`config.mk`:
```
export PLATFORM = sky130hd
export DESIGN_NAME = hdmbx_top
export DESIGN_NICKNAME = d
export VERILOG_FILES = /design/src/rtl/hdmbx_pkg.sv /design/src/rtl/hdmbx_port.sv /design/src/rtl/hdmbx_dir.sv /design/src/rtl/hdmbx_ctl.sv /design/src/rtl/hdmbx_top.sv
export SDC_FILE = /design/constraint.sdc
export NUM_CORES = 1
export LEC_CHECK = 0
export CAP_MARGIN = 25
export CORE_MARGIN = 3
export CORE_UTILIZATION = 25
export DETAILED_ROUTE_END_ITERATION = 6
export PLACE_DENSITY = 0.51
export SYNTH_ARGS = -nofsm -noshare
export SYNTH_HDL_FRONTEND = slang
export SYNTH_SLANG_ARGS = --single-unit
```
`constraint.sdc`:
```
create_clock -name clk -period 2.5 [get_ports clk]
set_clock_uncertainty 0.2 [all_clocks]
set_input_delay 0.625 -clock clk [delete_from_list [all_inputs] [get_ports clk]]
set_output_delay 0.625 -clock clk [all_outputs]
set_load 0.005 [all_outputs]
```
`src/rtl/hdmbx_pkg.sv`:
```
// Package: shared widths and the two register address maps of the mailbox.
// Assumes 8-bit data on both ports; the parameter word is two byte lanes.
package hdmbx_pkg;
    localparam int DATA_W   = 8;
    localparam int HADDR_W  = 8;
    localparam int DADDR_W  = 16;
    localparam int CTL_LANES = 2;
    localparam int CTL_W    = CTL_LANES * DATA_W;

    // host map
    localparam logic [HADDR_W-1:0] H_SEND_A = 8'h50;
    localparam logic [HADDR_W-1:0] H_RECV_A = 8'h58;
    localparam logic [HADDR_W-1:0] H_STAT_A = 8'h75;
    localparam logic [HADDR_W-1:0] H_EN_A   = 8'h76;
    localparam logic [HADDR_W-1:0] H_CLO_A  = 8'h60;
    localparam logic [HADDR_W-1:0] H_CHI_A  = 8'h61;

    // DSP map
    localparam logic [DADDR_W-1:0] D_SEND_A = 16'h3058;
    localparam logic [DADDR_W-1:0] D_RECV_A = 16'h3050;
    localparam logic [DADDR_W-1:0] D_STAT_A = 16'h3074;
    localparam logic [DADDR_W-1:0] D_EN_A   = 16'h3076;
    localparam logic [DADDR_W-1:0] D_CLO_A  = 16'h3060;
    localparam logic [DADDR_W-1:0] D_CHI_A  = 16'h3061;
endpackage

```
`src/rtl/hdmbx_port.sv`:
```
// Module: address decoder and read multiplexer for one side of the mailbox.
// Purely combinational. It turns bus strobes into per-register events and
// returns read data while rd is high (zero otherwise or when unmapped).
// Assumes rd and wr are single-cycle, level strobes sampled at the clock edge.
module hdmbx_port #(
    parameter int AW = 8,
    parameter int DW = 8,
    parameter int LANES = 2,
    parameter logic [AW-1:0] SEND_A = '0,
    parameter logic [AW-1:0] RECV_A = '0,
    parameter logic [AW-1:0] STAT_A = '0,
    parameter logic [AW-1:0] EN_A   = '0,
    parameter logic [AW-1:0] CLO_A  = '0,
    parameter logic [AW-1:0] CHI_A  = '0
) (
    input  logic [AW-1:0]       addr,
    input  logic                wr,
    input  logic                rd,
    input  logic                wbit0,
    input  logic                send_busy,
    input  logic [DW-1:0]       recv_vec,
    input  logic                recv_pend,
    input  logic                recv_en,
    input  logic [LANES*DW-1:0] ctl,
    output logic                send_we,
    output logic                recv_rd,
    output logic                recv_clr,
    output logic                en_we,
    output logic [LANES-1:0]    ctl_we,
    output logic [DW-1:0]       rdata
);
    localparam int PAD = DW - 1;

    // write-side event decode
    always_comb begin
        send_we  = wr && (addr == SEND_A);
        recv_clr = wr && (addr == RECV_A) && !wbit0;
        en_we    = wr && (addr == EN_A);
        ctl_we   = {wr && (addr == CHI_A), wr && (addr == CLO_A)};
        recv_rd  = rd && (addr == RECV_A);
    end

    // read multiplexer
    always_comb begin
        rdata = '0;
        if (rd) begin
            case (addr)
                SEND_A:  rdata = {{PAD{1'b0}}, send_busy};
                RECV_A:  rdata = recv_vec;
                STAT_A:  rdata = {{PAD{1'b0}}, recv_pend};
                EN_A:    rdata = {{PAD{1'b0}}, recv_en};
                CLO_A:   rdata = ctl[DW-1:0];
                CHI_A:   rdata = ctl[LANES*DW-1:DW];
                default: rdata = '0;
            endcase
        end
    end
endmodule

```
`src/rtl/hdmbx_dir.sv`:
```
// Module: one doorbell direction (vector, pending, busy, enable, irq).
// The sender rings it and the receiver acknowledges and releases it. When
// a set and a clear of the same bit arrive together, the set wins.
module hdmbx_dir #(
    parameter int DW = 8
) (
    input  logic          clk,
    input  logic          rst_n,
    input  logic          ring,
    input  logic [DW-1:0] ring_d,
    input  logic          ack,
    input  logic          release_busy,
    input  logic          en_we,
    input  logic          en_d,
    output logic [DW-1:0] vec,
    output logic          pend,
    output logic          busy,
    output logic          en,
    output logic          irq
);
    // vector register, loaded by the sender
    always_ff @(posedge clk) begin
        if (!rst_n)    vec <= '0;
        else if (ring) vec <= ring_d;
    end

    // pending bit: set by ring, cleared by the receiver's vector read
    always_ff @(posedge clk) begin
        if (!rst_n)    pend <= 1'b0;
        else if (ring) pend <= 1'b1;
        else if (ack)  pend <= 1'b0;
    end

    // busy flag: set by ring, cleared only by an explicit write of zero
    always_ff @(posedge clk) begin
        if (!rst_n)            busy <= 1'b0;
        else if (ring)         busy <= 1'b1;
        else if (release_busy) busy <= 1'b0;
    end

    // receiver's interrupt enable
    always_ff @(posedge clk) begin
        if (!rst_n)     en <= 1'b0;
        else if (en_we) en <= en_d;
    end

    // interrupt line toward the receiver
    always_comb irq = pend && en;
endmodule

```
`src/rtl/hdmbx_ctl.sv`:
```
// Module: shared parameter word, one byte lane per generate step.
// Both ports write bytewise; on a same-lane collision the DSP data wins.
module hdmbx_ctl #(
    parameter int DW = 8,
    parameter int LANES = 2
) (
    input  logic                clk,
    input  logic                rst_n,
    input  logic [LANES-1:0]    h_we,
    input  logic [DW-1:0]       h_d,
    input  logic [LANES-1:0]    d_we,
    input  logic [DW-1:0]       d_d,
    output logic [LANES*DW-1:0] word
);
    for (genvar i = 0; i < LANES; i++) begin : g_lane
        // one byte lane with DSP-first priority
        always_ff @(posedge clk) begin
            if (!rst_n)       word[i*DW +: DW] <= '0;
            else if (d_we[i]) word[i*DW +: DW] <= d_d;
            else if (h_we[i]) word[i*DW +: DW] <= h_d;
        end
    end
endmodule

```
`src/rtl/hdmbx_top.sv`:
```
// Module: bidirectional host-DSP doorbell mailbox.
// It joins two port decoders, two doorbell directions and the shared
// parameter word. Assumes one clock for both buses and synchronous reset.
module hdmbx_top
    import hdmbx_pkg::*;
#(
    parameter int DW  = DATA_W,
    parameter int HAW = HADDR_W,
    parameter int DAW = DADDR_W
) (
    input  logic           clk,
    input  logic           rst_n,
    input  logic [HAW-1:0] h_addr,
    input  logic           h_wr,
    input  logic           h_rd,
    input  logic [DW-1:0]  h_wdata,
    output logic [DW-1:0]  h_rdata,
    output logic           h_irq,
    input  logic [DAW-1:0] d_addr,
    input  logic           d_wr,
    input  logic           d_rd,
    input  logic [DW-1:0]  d_wdata,
    output logic [DW-1:0]  d_rdata,
    output logic           d_irq
);
    localparam int CW = CTL_LANES * DW;

    logic [DW-1:0]        h2d_vec, d2h_vec;
    logic                 h2d_pend, h2d_busy, h2d_en;
    logic                 d2h_pend, d2h_busy, d2h_en;
    logic                 h_send, h_ack, h_clr, h_en_we;
    logic                 d_send, d_ack, d_clr, d_en_we;
    logic [CTL_LANES-1:0] h_ctl_we, d_ctl_we;
    logic [CW-1:0]        ctl_word;

    hdmbx_port #(
        .AW(HAW), .DW(DW), .LANES(CTL_LANES),
        .SEND_A(H_SEND_A), .RECV_A(H_RECV_A), .STAT_A(H_STAT_A),
        .EN_A(H_EN_A), .CLO_A(H_CLO_A), .CHI_A(H_CHI_A)
    ) u_hport (
        .addr(h_addr), .wr(h_wr), .rd(h_rd), .wbit0(h_wdata[0]),
        .send_busy(h2d_busy), .recv_vec(d2h_vec), .recv_pend(d2h_pend),
        .recv_en(d2h_en), .ctl(ctl_word),
        .send_we(h_send), .recv_rd(h_ack), .recv_clr(h_clr),
        .en_we(h_en_we), .ctl_we(h_ctl_we), .rdata(h_rdata)
    );

    hdmbx_port #(
        .AW(DAW), .DW(DW), .LANES(CTL_LANES),
        .SEND_A(D_SEND_A), .RECV_A(D_RECV_A), .STAT_A(D_STAT_A),
        .EN_A(D_EN_A), .CLO_A(D_CLO_A), .CHI_A(D_CHI_A)
    ) u_dport (
        .addr(d_addr), .wr(d_wr), .rd(d_rd), .wbit0(d_wdata[0]),
        .send_busy(d2h_busy), .recv_vec(h2d_vec), .recv_pend(h2d_pend),
        .recv_en(h2d_en), .ctl(ctl_word),
        .send_we(d_send), .recv_rd(d_ack), .recv_clr(d_clr),
        .en_we(d_en_we), .ctl_we(d_ctl_we), .rdata(d_rdata)
    );

    hdmbx_dir #(.DW(DW)) u_h2d (
        .clk(clk), .rst_n(rst_n),
        .ring(h_send), .ring_d(h_wdata), .ack(d_ack), .release_busy(d_clr),
        .en_we(d_en_we), .en_d(d_wdata[0]),
        .vec(h2d_vec), .pend(h2d_pend), .busy(h2d_busy), .en(h2d_en),
        .irq(d_irq)
    );

    hdmbx_dir #(.DW(DW)) u_d2h (
        .clk(clk), .rst_n(rst_n),
        .ring(d_send), .ring_d(d_wdata), .ack(h_ack), .release_busy(h_clr),
        .en_we(h_en_we), .en_d(h_wdata[0]),
        .vec(d2h_vec), .pend(d2h_pend), .busy(d2h_busy), .en(d2h_en),
        .irq(h_irq)
    );

    hdmbx_ctl #(.DW(DW), .LANES(CTL_LANES)) u_ctl (
        .clk(clk), .rst_n(rst_n),
        .h_we(h_ctl_we), .h_d(h_wdata), .d_we(d_ctl_we), .d_d(d_wdata),
        .word(ctl_word)
    );
endmodule

```
## Yosys cells after proc, flatten, opt, wreduce, memory -nomap -nowiden

Cells that the tools add are included.

- Bits in registers: 38
- Input bits: 46
- Word-level logic and storage cells: 62

- Equal/unequal tests: 12
- Muxes and demuxes: 16
- Reduce and logical (&&, ||, !) cells: 24

Operators by type and width:

| kind | count |
|---|---|
| $eq 16x14->1 const B | 6 |
| $pmux 8 s6 | 2 |
| $eq 8x7->1 const B | 6 |
| $mux 8 | 6 |
| $logic_and 1x1->1 | 16 |
| $reduce_bool 2->1 | 6 |
| $mux 1 | 8 |
| $logic_not 1->1 | 2 |

## Logic depth before layout (Yosys ltp)

- Word-level depth: 5
- Gate-level depth with buffers: 6
- Mapped depth without buffers: 4

## Modules after synthesis

A second synthesis with hierarchy kept.

- Cell total of the unflattened synthesis: 248
- Area total of the unflattened synthesis: 2583.7 sq um

By module, submodules not included:

| module | times used | cells each | area each (sq um) | sequential area each (sq um) |
|---|---|---|---|---|
| hdmbx_ctl | 1 | 70 | 883.3 | 320.3 |
| hdmbx_dir | 2 | 36 | 415.4 | 220.2 |
| hdmbx_port at u_dport | 1 | 54 | 437.9 | 0.0 |
| hdmbx_port at u_hport | 1 | 52 | 431.7 | 0.0 |

## Worst setup path after synthesis

OpenSTA, ideal clock, no wires.

- Path kind: in2out
- Start: input d_addr[9]
- End: output d_rdata[1]
- Data arrival time: 1.815 ns
- Path slack: -0.140 ns
- Stages: 5
- Buffers on the path: 1
- Cell sequence: nor4_2 and3_1 clkbuf_1 o211ai_1 nor2_1

- Cells in the longest elaborated chain, start to end: 3

RTL lines:

| item | RTL line | RTL |
|---|---|---|
| start, declared | hdmbx_top.sv:19 | `input logic [DAW-1:0] d_addr,` |
| $eq 16x14->1 | hdmbx_port.sv:47 | `case (addr)` |
| $pmux 8 s6 (*) | hdmbx_port.sv:47 |  |
| $mux 8 (*) | hdmbx_port.sv:46 | `if (rd) begin` |
| end, declared | hdmbx_top.sv:23 | `output logic [DW-1:0] d_rdata,` |

Mark *: on every way between the ends. The rest lies on a longest branch, timed or not.

## Worst setup path in the final report

- Start: input h_addr[7]
- End: output h_rdata[7]

- Cells in the longest elaborated chain, start to end: 3

RTL lines:

| item | RTL line | RTL |
|---|---|---|
| start, declared | hdmbx_top.sv:13 | `input logic [HAW-1:0] h_addr,` |
| $eq 8x7->1 | hdmbx_port.sv:47 |  |
| $pmux 8 s6 (*) | hdmbx_port.sv:47 |  |
| $mux 8 (*) | hdmbx_port.sv:46 |  |
| end, declared | hdmbx_top.sv:17 | `output logic [DW-1:0] h_rdata,` |

Marks and branches as above.

==> results.md <==
* Outcome: complete, but fails checks
* Failing checks: setup timing
* Largest net degree at the start of global routing at 20
* Area of the multi-input gates at 1700 sq um
* Bufs on Longest Clock Path at 2
* Sequential-to-total area share from yosys stat at 32.2%
* Maximum vdd drop at 0.171 mV
* Mapped Area at 2360 sq um
* Register Area at 761 sq um
* # IOs at 64
* CP Data Arrival Time at 1890 ps
* Synth warnings at 0
* First-pass GRT wire length at 13.3 mm
* DR vias/cell at 5.14
* Synth Net Count at 314
* FMAX at 369 MHz
* Layout cells sized above 1 at 39.1%
* Tot Pwr at 1.27 mW
* Starting Density at 26.4%
* Routed wire length at 8.40 mm
* Via count at 2581
* GPL Wtd Cong at 0.816
* Pwr dens at 329 nW/um^2
* Worst-Skew Late Latency at 300 ps
* Top FF cell, synth: dfxtp_1
* Cells after synthesis at 268
* Slew headroom at 76.9%
* Final ANT Viol Nets at 0
* Final hold violation count at 0
* Mean post-synth cell area at 8.81 sq um
* Reg2Reg Setup Slack at 1550 ps
* 1st-pass router iterations at 4
* Slew of the pin with the lowest slew margin at 346 ps
* Number of synthesized flops with an enable pin at 0
* Core ar. at 8930 sq um
* #FFs+latches synth at 38
* Chip width at 103 um
* CTS Hold Bufs at 0
* GRT Overall Usage at 16.4%
* Final period util at 109%
* Tmin final at 2710 ps
* # diodes at 0
* Fillers at 920
* I/O Buffers at 63
* Clk sinks at 38
* # rows at 34
* Most area-hungry cell type in the Yosys netlist: dfxtp_1
* Final design utilization at 43.3%
* Worst EP required at 1670 ps
* CTS tree: done
* TritonCTS Buffers at 5
* Die Ht at 103 um
* Setup WS post-layout at -213 ps
* Crit path kind: primary input to output pin
* Max-cap violations at 0
* Setup violators final at 16
* Leak at 1.61 nW
* Vias in the first global route at 2619
* RSZ-0062 raised after global routing: true
* DRT iter0 DRCs at 82
* Distinct cell type count after synthesis at 50
* # DRC at 0
* Worst hold slack at 285 ps
* Initial antenna violation count at 0
* H-tree levels at 2
* GRT overflow at 0
* Routed WL per cell at 16.7 um
* Synth top area share at 32.2%
* CP Capture Type: output pin
* Crit start category: primary input
* DP HPWL at 6.03 mm
* Ys async rst share at 0%
* Nets at 439
* Max-slew violation count at 0
* Dominant cells by area after synthesis: dfxtp_1, mux2i_1, mux2_1
* Die ar. at 10600 sq um
* CP Max Fanout at 3
* Syn-to-layout area delta at 64.1%
* Root Driver: clkbuf_8
* Worst-path clk slew at 80 ps
* HP Class: flop to flop
[flip-flops by register name (all words and copies together) (netlist names)]
register and flops:
u_d2h.en 1, u_h2d.pend 1, u_h2d.en 1, u_d2h.vec 8, u_ctl.word 16, u_d2h.pend 1, u_h2d.busy 1, u_d2h.busy 1
u_h2d.vec 8
[path summary, 6_finish.rpt]
check / endpoint / depth (start not counted) / startpoint
worst min register to register: u_d2h.vec[2]$_SDFFE_PN0P_ / 2 / u_d2h.vec[2]$_SDFFE_PN0P_
worst max-delay path: h_rdata[7] / 9 / h_addr[7]
worst max register to register: u_h2d.en$_SDFFE_PN0P_ / 2 / u_h2d.en$_SDFFE_PN0P_
worst min-delay path: u_d2h.vec[2]$_SDFFE_PN0P_ / 2 / u_d2h.vec[2]$_SDFFE_PN0P_
[power by group]
group	total [mW]	internal [mW]	switching, mW
Sequential	0.606	0.605	0.000362
Combinational	0.212	0.120	0.0916
Clock	0.455	0.222	0.233
[cell type report]
cell class,count,area share [%]
multi-input cells,208,44.0
repair buffers,134,29.9
flip-flops and latches,38,19.7
well taps,108,3.49
clock buffers,6,2.13
inverters,6,0.582
clock inverters,2,0.323
[layout by cell type (no fill, tap or decap), drive strengths merged, types with 5 or more instances in the layout]
cell type,Yosys,routed
a21oi,26,26
mux2i,26,26
a22oi,8,8
nor2,22,22
buf,6,103
nor3b,5,5
o31ai,16,16
nor2b,9,9
clkbuf,10,9
nand3,14,14
a32oi,7,7
mux2,15,15
o21ai,10,10
clkdlybuf4s50,0,23
dfxtp,38,38
[logic make-up (layout without fill, tap and decap cells)]
| group | Yosys count | count (layout) | synth area share (%) |
|---|---|---|---|
| and+or+nand+nor | 87 | 87 | 23.3 |
| muxes | 41 | 41 | 18.2 |
| DFF | 38 | 38 | 32.2 |
| buffers and inverters | 22 | 148 | 3.98 |
| AOI/OAI and AO/OA | 80 | 80 | 22.3 |
[metal layers]
metal,wire length [um],GRT usage (%)
met1,3700,20.6
met2,4100,28.0
met3,527,3.86
met5,0,0
met4,68,4.48
[timing repair]
| action | in CTS | in global routing |
|---|---|---|
| endpoints found under the hold margin | 0 | 0 |
| pin swaps | 31 | 16 |
| resized for setup | 193 | 16 |
| setup buffers | 18 | 1 |
| endpoints found under the setup margin | 24 | 16 |
[worst max-delay path, cell delays in order]
cell     delay [ps]
buf_6            90
or3b_4          400
nor4_4          150
buf_6           150
buf_6           110
buf_6            90
a22oi_2          40
nor2b_1         110
buf_2           120
[synthesized netlist by cell type, drive strengths merged, types with 2 or more instances]
cell and count:
a21oi 26, a22oi 8, a31oi 2, a32oi 7, and2 4, and3 2, and3b 2, and4 2
and4b 2, and4bb 2, buf 6, clkbuf 10, clkinv 2, dfxtp 38, inv 4, mux2 15
mux2i 26, nand2 4, nand3 14, nand4 4, nor2 22, nor2b 9, nor3b 5, nor4 3
nor4b 2, o21a 4, o21ai 10, o31ai 16, or2 2, or3b 2, or4 2
[metrics by stage]
step	instance area [sq um]	setup slack, ps	TNS (ps)	instances
after floorplan	2380	30.3	0	268
after global placement	3510	-981	-21250	476
after detailed placement	3510	-996	-21780	476
after CTS	3830	-323	-3220	502
after global routing	3870	-271	-3470	502
final	3870	-213	-2470	502
Power figures use the tool's default switching activity.
